[config.mk]
export PLATFORM = sky130hd
export DESIGN_NAME = cs_hold_ctrl
export DESIGN_NICKNAME = d
export VERILOG_FILES = /design/src/rtl/cs_hold_pkg.sv /design/src/rtl/cs_hold_slot.sv /design/src/rtl/cs_hold_gap.sv /design/src/rtl/cs_hold_decode.sv /design/src/rtl/cs_hold_ctrl.sv
export SDC_FILE = /design/constraint.sdc
export NUM_CORES = 1
export LEC_CHECK = 0
export ABC_AREA = 0
export BUFFER_PORTS_ARGS = -buffer_cell sky130_fd_sc_hd__buf_2
export CAP_MARGIN = 20
export CORE_ASPECT_RATIO = 0.5
export CORE_MARGIN = 3
export CORE_UTILIZATION = 49
export CTS_CLUSTER_DIAMETER = 30
export DETAILED_ROUTE_END_ITERATION = 12
export PLACE_DENSITY = 0.76
export SYNTH_ARGS = -nofsm -noshare
export SYNTH_HDL_FRONTEND = slang
export SYNTH_SLANG_ARGS = --single-unit
[constraint.sdc]
create_clock -name clk -period 2.6 [get_ports clk]
set_clock_uncertainty 0.05 [all_clocks]
set_input_delay 0.13 -clock clk [delete_from_list [all_inputs] [get_ports clk]]
set_output_delay 0.13 -clock clk [all_outputs]
set_load 0.01 [all_outputs]
[src/rtl/cs_hold_pkg.sv]
package cs_hold_pkg;
    typedef enum logic [1:0] {
        PH_IDLE,
        PH_BUSY,
        PH_LINGER,
        PH_KEEP
    } phase_e;
endpackage

[src/rtl/cs_hold_slot.sv]
module cs_hold_slot #(
    parameter int CS_W = 2
) (
    input  logic            clk,
    input  logic            rst_n,
    input  logic            load,
    input  logic [CS_W-1:0] sel_in,
    input  logic            keep_in,
    input  logic            take,
    output logic            full,
    output logic [CS_W-1:0] sel,
    output logic            keep
);
    typedef struct packed {
        logic            full;
        logic [CS_W-1:0] sel;
        logic            keep;
    } slot_t;

    slot_t slot_d, slot_q;

    always_comb begin
        slot_d = slot_q;
        if (take) begin
            slot_d.full = 1'b0;
        end
        if (load && !slot_q.full) begin
            slot_d.full = 1'b1;
            slot_d.sel  = sel_in;
            slot_d.keep = keep_in;
        end
    end

    always_ff @(posedge clk or negedge rst_n) begin
        if (!rst_n) begin
            slot_q <= '0;
        end else begin
            slot_q <= slot_d;
        end
    end

    assign full = slot_q.full;
    assign sel  = slot_q.sel;
    assign keep = slot_q.keep;
endmodule

[src/rtl/cs_hold_gap.sv]
module cs_hold_gap #(
    parameter int CS_W    = 2,
    parameter int MIN_GAP = 2
) (
    input  logic            clk,
    input  logic            rst_n,
    input  logic            release_i,
    input  logic [CS_W-1:0] release_cs,
    input  logic [CS_W-1:0] probe_cs,
    output logic            probe_ok
);
    localparam int CNT_W = (MIN_GAP > 1) ? $clog2(MIN_GAP + 1) : 1;
    localparam logic [CNT_W-1:0] LOAD = CNT_W'(MIN_GAP - 1);

    typedef struct packed {
        logic [CNT_W-1:0] cnt;
        logic [CS_W-1:0]  last;
    } gap_t;

    gap_t gap_d, gap_q;

    always_comb begin
        gap_d = gap_q;
        if (gap_q.cnt != '0) begin
            gap_d.cnt = gap_q.cnt - 1'b1;
        end
        if (release_i) begin
            gap_d.cnt  = LOAD;
            gap_d.last = release_cs;
        end
    end

    always_ff @(posedge clk or negedge rst_n) begin
        if (!rst_n) begin
            gap_q <= '0;
        end else begin
            gap_q <= gap_d;
        end
    end

    assign probe_ok = !((gap_q.cnt != '0) && (probe_cs == gap_q.last));
endmodule

[src/rtl/cs_hold_decode.sv]
module cs_hold_decode #(
    parameter int NUM_CS = 4,
    parameter int CS_W   = 2
) (
    input  logic              on,
    input  logic [CS_W-1:0]   sel,
    output logic [NUM_CS-1:0] cs_n
);
    for (genvar i = 0; i < NUM_CS; i++) begin : g_line
        assign cs_n[i] = !(on && (sel == CS_W'(i)));
    end
endmodule

[src/rtl/cs_hold_ctrl.sv]
module cs_hold_ctrl
    import cs_hold_pkg::*;
#(
    parameter int NUM_CS  = 4,
    parameter int DLY_W   = 8,
    parameter int MIN_GAP = 2,
    localparam int CS_W   = (NUM_CS > 1) ? $clog2(NUM_CS) : 1
) (
    input  logic              clk,
    input  logic              rst_n,
    input  logic              master_mode,
    input  logic [DLY_W-1:0]  t2c_delay,
    input  logic              ctrl_wr,
    input  logic              ctrl_has_data,
    input  logic [CS_W-1:0]   ctrl_cs,
    input  logic              ctrl_hold,
    output logic              req_ready,
    output logic              xfer_go,
    input  logic              xfer_end,
    output logic [NUM_CS-1:0] cs_n
);
    typedef struct packed {
        phase_e           ph;
        logic [CS_W-1:0]  cur;
        logic             hold;
        logic             on;
        logic             go;
        logic [DLY_W-1:0] cnt;
    } ctl_t;

    ctl_t ctl_d, ctl_q;

    logic            pend_full;
    logic [CS_W-1:0] pend_cs;
    logic            pend_hold;
    logic            take;
    logic            rel;
    logic            gap_ok;
    logic            load;

    assign load = ctrl_wr && ctrl_has_data;

    cs_hold_slot #(.CS_W(CS_W)) u_slot (
        .clk     (clk),
        .rst_n   (rst_n),
        .load    (load),
        .sel_in  (ctrl_cs),
        .keep_in (ctrl_hold),
        .take    (take),
        .full    (pend_full),
        .sel     (pend_cs),
        .keep    (pend_hold)
    );

    cs_hold_gap #(.CS_W(CS_W), .MIN_GAP(MIN_GAP)) u_gap (
        .clk        (clk),
        .rst_n      (rst_n),
        .release_i  (rel),
        .release_cs (ctl_q.cur),
        .probe_cs   (pend_cs),
        .probe_ok   (gap_ok)
    );

    always_comb begin
        ctl_d    = ctl_q;
        ctl_d.go = 1'b0;
        take     = 1'b0;
        rel      = 1'b0;
        unique case (ctl_q.ph)
            PH_IDLE: begin
                if (pend_full && gap_ok) begin
                    take       = 1'b1;
                    ctl_d.cur  = pend_cs;
                    ctl_d.hold = pend_hold;
                    ctl_d.on   = 1'b1;
                    ctl_d.go   = 1'b1;
                    ctl_d.ph   = PH_BUSY;
                end
            end
            PH_BUSY: begin
                if (xfer_end) begin
                    if (ctl_q.hold && master_mode) begin
                        ctl_d.ph = PH_KEEP;
                    end else begin
                        ctl_d.cnt = t2c_delay;
                        ctl_d.ph  = PH_LINGER;
                    end
                end
            end
            PH_LINGER: begin
                if (ctl_q.cnt == '0) begin
                    rel      = 1'b1;
                    ctl_d.on = 1'b0;
                    ctl_d.ph = PH_IDLE;
                end else begin
                    ctl_d.cnt = ctl_q.cnt - 1'b1;
                end
            end
            PH_KEEP: begin
                if (!master_mode) begin
                    rel      = 1'b1;
                    ctl_d.on = 1'b0;
                    ctl_d.ph = PH_IDLE;
                end else if (pend_full) begin
                    if (pend_cs == ctl_q.cur) begin
                        take       = 1'b1;
                        ctl_d.hold = pend_hold;
                        ctl_d.go   = 1'b1;
                        ctl_d.ph   = PH_BUSY;
                    end else begin
                        rel      = 1'b1;
                        ctl_d.on = 1'b0;
                        ctl_d.ph = PH_IDLE;
                    end
                end
            end
            default: begin
                ctl_d.ph = PH_IDLE;
                ctl_d.on = 1'b0;
            end
        endcase
    end

    always_ff @(posedge clk or negedge rst_n) begin
        if (!rst_n) begin
            ctl_q <= '{ph: PH_IDLE, cur: '0, hold: 1'b0, on: 1'b0, go: 1'b0, cnt: '0};
        end else begin
            ctl_q <= ctl_d;
        end
    end

    cs_hold_decode #(.NUM_CS(NUM_CS), .CS_W(CS_W)) u_dec (
        .on   (ctl_q.on),
        .sel  (ctl_q.cur),
        .cs_n (cs_n)
    );

    assign xfer_go   = ctl_q.go;
    assign req_ready = !pend_full;
endmodule

==> impl_metrics.toml <==
[global_routing]
grt_pass1_vias = 1061
grt_pass1_wl_mm = 4.66
grt-busiest-layer = "met2"
track_usage_pct = 17.0
overflow = 0
use_met3_pct = 4.36
met1_usage_pct = 21.8
met2_usage_pct = 29.2
antenna_found_initial = 0
grt_max_degree = 24

[power_and_ir_drop]
power_switching_uw = 861
pwr-share-comb_pct = 52.1
pwr-share-seq_pct = 36.9
p_clk_share_pct = 11.0
p_leak_nw = 0.714
powerDensity_nw_per_um2 = 1230
power_mw = 1.98
swShare_pct = 43.5
internal-power_mw = 1.12
ir_worst_vdd_uv = 435

[timing]
drv_slew = 0
fin_crit_ns = 2.15
setup_viol = 0
worst_slew_pin_slew_ns = 0.711
fin_crit_sh_pct = 82.6
finalHoldViolations = 0
fin_tns_setup_ns = 0
max-slew-margin-rel_pct = 52.6
fmax_mhz = 465
rsz0062_at_grt = "no"

[synthesis]
synthCells = 142
synth.distinct_cells = 43
synth.top_cells.by_area = "dfrtp_1, ha_1, a21oi_1"
syn_nets = 166
yosysMostFrequentCell = "dfrtp_1"
synth.ff_latch_count = 23
ys_top_cells_by_count = "dfrtp_1, a21oi_1, nand2_1"
ys_seq_area_share_pct = 40.8
synth_edf_count = 0
synth_warnings = 0
synth_top_area_share_pct = 40.8
syn_area_sq_um = 1410
ys.flop_type = "dfrtp_1"
avgSynthCellArea_sq_um = 9.94
yosysTopAreaCell = "dfrtp_1"
synth-async-reset-ratio_pct = 100

[route]
vias = 1153
ant_nets = 0
drtIter0Drc = 62
via_per_inst = 5.65
drtPass1Iterations = 4
route.detailed.drc = 0
wirelength_mm = 2.75
avgRoutedWirePerCell_um = 13.5

[final_layout]
stdcell_count = 204
area_growth_pct = 14.2
utilization_pct = 60.4
drive_above_1_share_pct = 25.7
diodes = 0
final_nets = 192

[clocking]
cts_sinks = 23
cts_max_path_buffers = 2
root_buffer = "clkbuf_8"
cts_resized = 0
cts_setup_buffers = 0
clk_latency_ns = 0.26
numCtsBuffers = 3
cts_hold_buf = 1
cts_tree = "done"
clkTransAtPathRegs_ns = 0.08
h-tree-depth = 1

[critical_path]
cpPeakStageDelay_ns = 0.43
critPathMaxFanout = 4
criticalPathCategory = "register to register"
crit_arrival_ns = 2.25
cp-end-kind = "register"
path_cells = "inv_1 > ha_1 > inv_1 > o41ai_2 > a21bo_2 > o2111ai_1 > mux2_4"
crit_path_top_delay_cell = "dfrtp_1"
crit_required_ns = 2.70
path_buf_inv = 2
startpoint_type = "register"
crit_family = "compound AO/OA/AOI/OAI gates"
cp_common_cell = "inv_1"

[floorplan]
die_w_um = 81.9
io_pins = 23
die_height_um = 44.0
core_area_sq_um = 2670
initial_core_util_pct = 52.9
die-area_sq_um = 3600
rows = 13

[placement]
dp_hpwl_mm = 2.08
dp.cells = 199
port_buffers = 22
gp_congestion = 0.779

[job]
maxCapViolCount = 0

[min_path]
hold_path_class = "input port to register"

[status]
status = "finished clean"
## metal layers
metal  part of all wire (%)  vias to the layer above
li1                       -                      565
met1                     45                      563
met2                     50                       23
met3                    4.0                        2
met4                   0.62                        0
met5                      0                        -
## area by class of cell
cell class | count | area, sq um
Sequential cell | 23 | 576
Inverter | 11 | 41.3
Clock buffer | 4 | 45.0
Fill cell | 243 | 1060
Tap cell | 37 | 46.3
Multi-Input combinational cell | 105 | 776
Timing Repair Buffer | 24 | 128
## power by group through the flow
stage	registers [mW]	clock network, mW	logic [mW]
after floorplan	0.689	0	0.842
after global placement	0.726	0	0.983
after detailed placement	0.733	0	1.02
after CTS	0.728	0.223	1.03
after global routing	0.763	0.237	1.16
final	0.730	0.218	1.03
## cell families (layout without fill, tap and decap cells)
| logic type | count (synthesis) | after routing | synth area share, % |
|---|---|---|---|
| compound gates | 39 | 39 | 18.6 |
| xor+xnor | 5 | 5 | 3.10 |
| fa+ha+maj | 7 | 7 | 6.21 |
| buf+inv | 14 | 39 | 4.26 |
| flops | 23 | 23 | 40.8 |
| mux | 10 | 10 | 8.16 |
| simple gates | 44 | 44 | 18.9 |
## through the flow
step	setup WS, ns	hold WS, ns	instance area [sq um]
2_1_floorplan	0.631	-0.216	1410
3_3_place_gp	0.484	0.0817	1560
3_5_place_dp	0.452	0.0828	1560
4_1_cts	0.446	0.0536	1610
5_1_grt	0.303	0.0476	1610
6_report	0.451	0.0476	1610
## state kept, by name, summed over array words and instances, names as in the netlist
| register | count |
|---|---|
| u_slot.keep | 1 |
| ctl_q | 14 |
| u_slot.sel | 2 |
| xfer_go | 1 |
| u_gap.gap_q | 4 |
| u_slot.full | 1 |
## cell usage in the layout (no fill, tap or decap), types with 2 or more instances in the layout
cell | synthesis | layout
dfrtp_1 | 23 | 23
buf_2 | 0 | 22
a21oi_1 | 15 | 15
nand2_1 | 13 | 13
inv_1 | 11 | 11
o21ai_0 | 7 | 7
ha_1 | 7 | 7
nor3_1 | 6 | 6
nand3_1 | 6 | 6
xor2_1 | 5 | 5
mux2_2 | 5 | 5
nand2b_1 | 3 | 3
mux2_1 | 3 | 3
clkbuf_8 | 0 | 3
nand3b_1 | 2 | 2
nor2b_1 | 2 | 2
a31oi_1 | 2 | 2
nor2_2 | 2 | 2
nor2_1 | 2 | 2
o22ai_1 | 2 | 2
## final timing paths
kind	from	endpoint	slack (ns)	cells after the start
setup reg to reg	ctl_q[14]	ctl_q[13]	0.45	7
hold / removal	ctrl_cs[1]	u_slot.sel[1]	0.05	2
min in group asynchronous	rst_n	u_slot.sel[0]	0.31	2
hold reg to reg	u_gap.gap_q[0]	u_gap.gap_q[0]	0.48	1
max in group asynchronous	rst_n	ctl_q[13]	1.84	2
setup / recovery	ctl_q[14]	ctl_q[13]	0.45	7
Power figures use the tool's default switching activity.
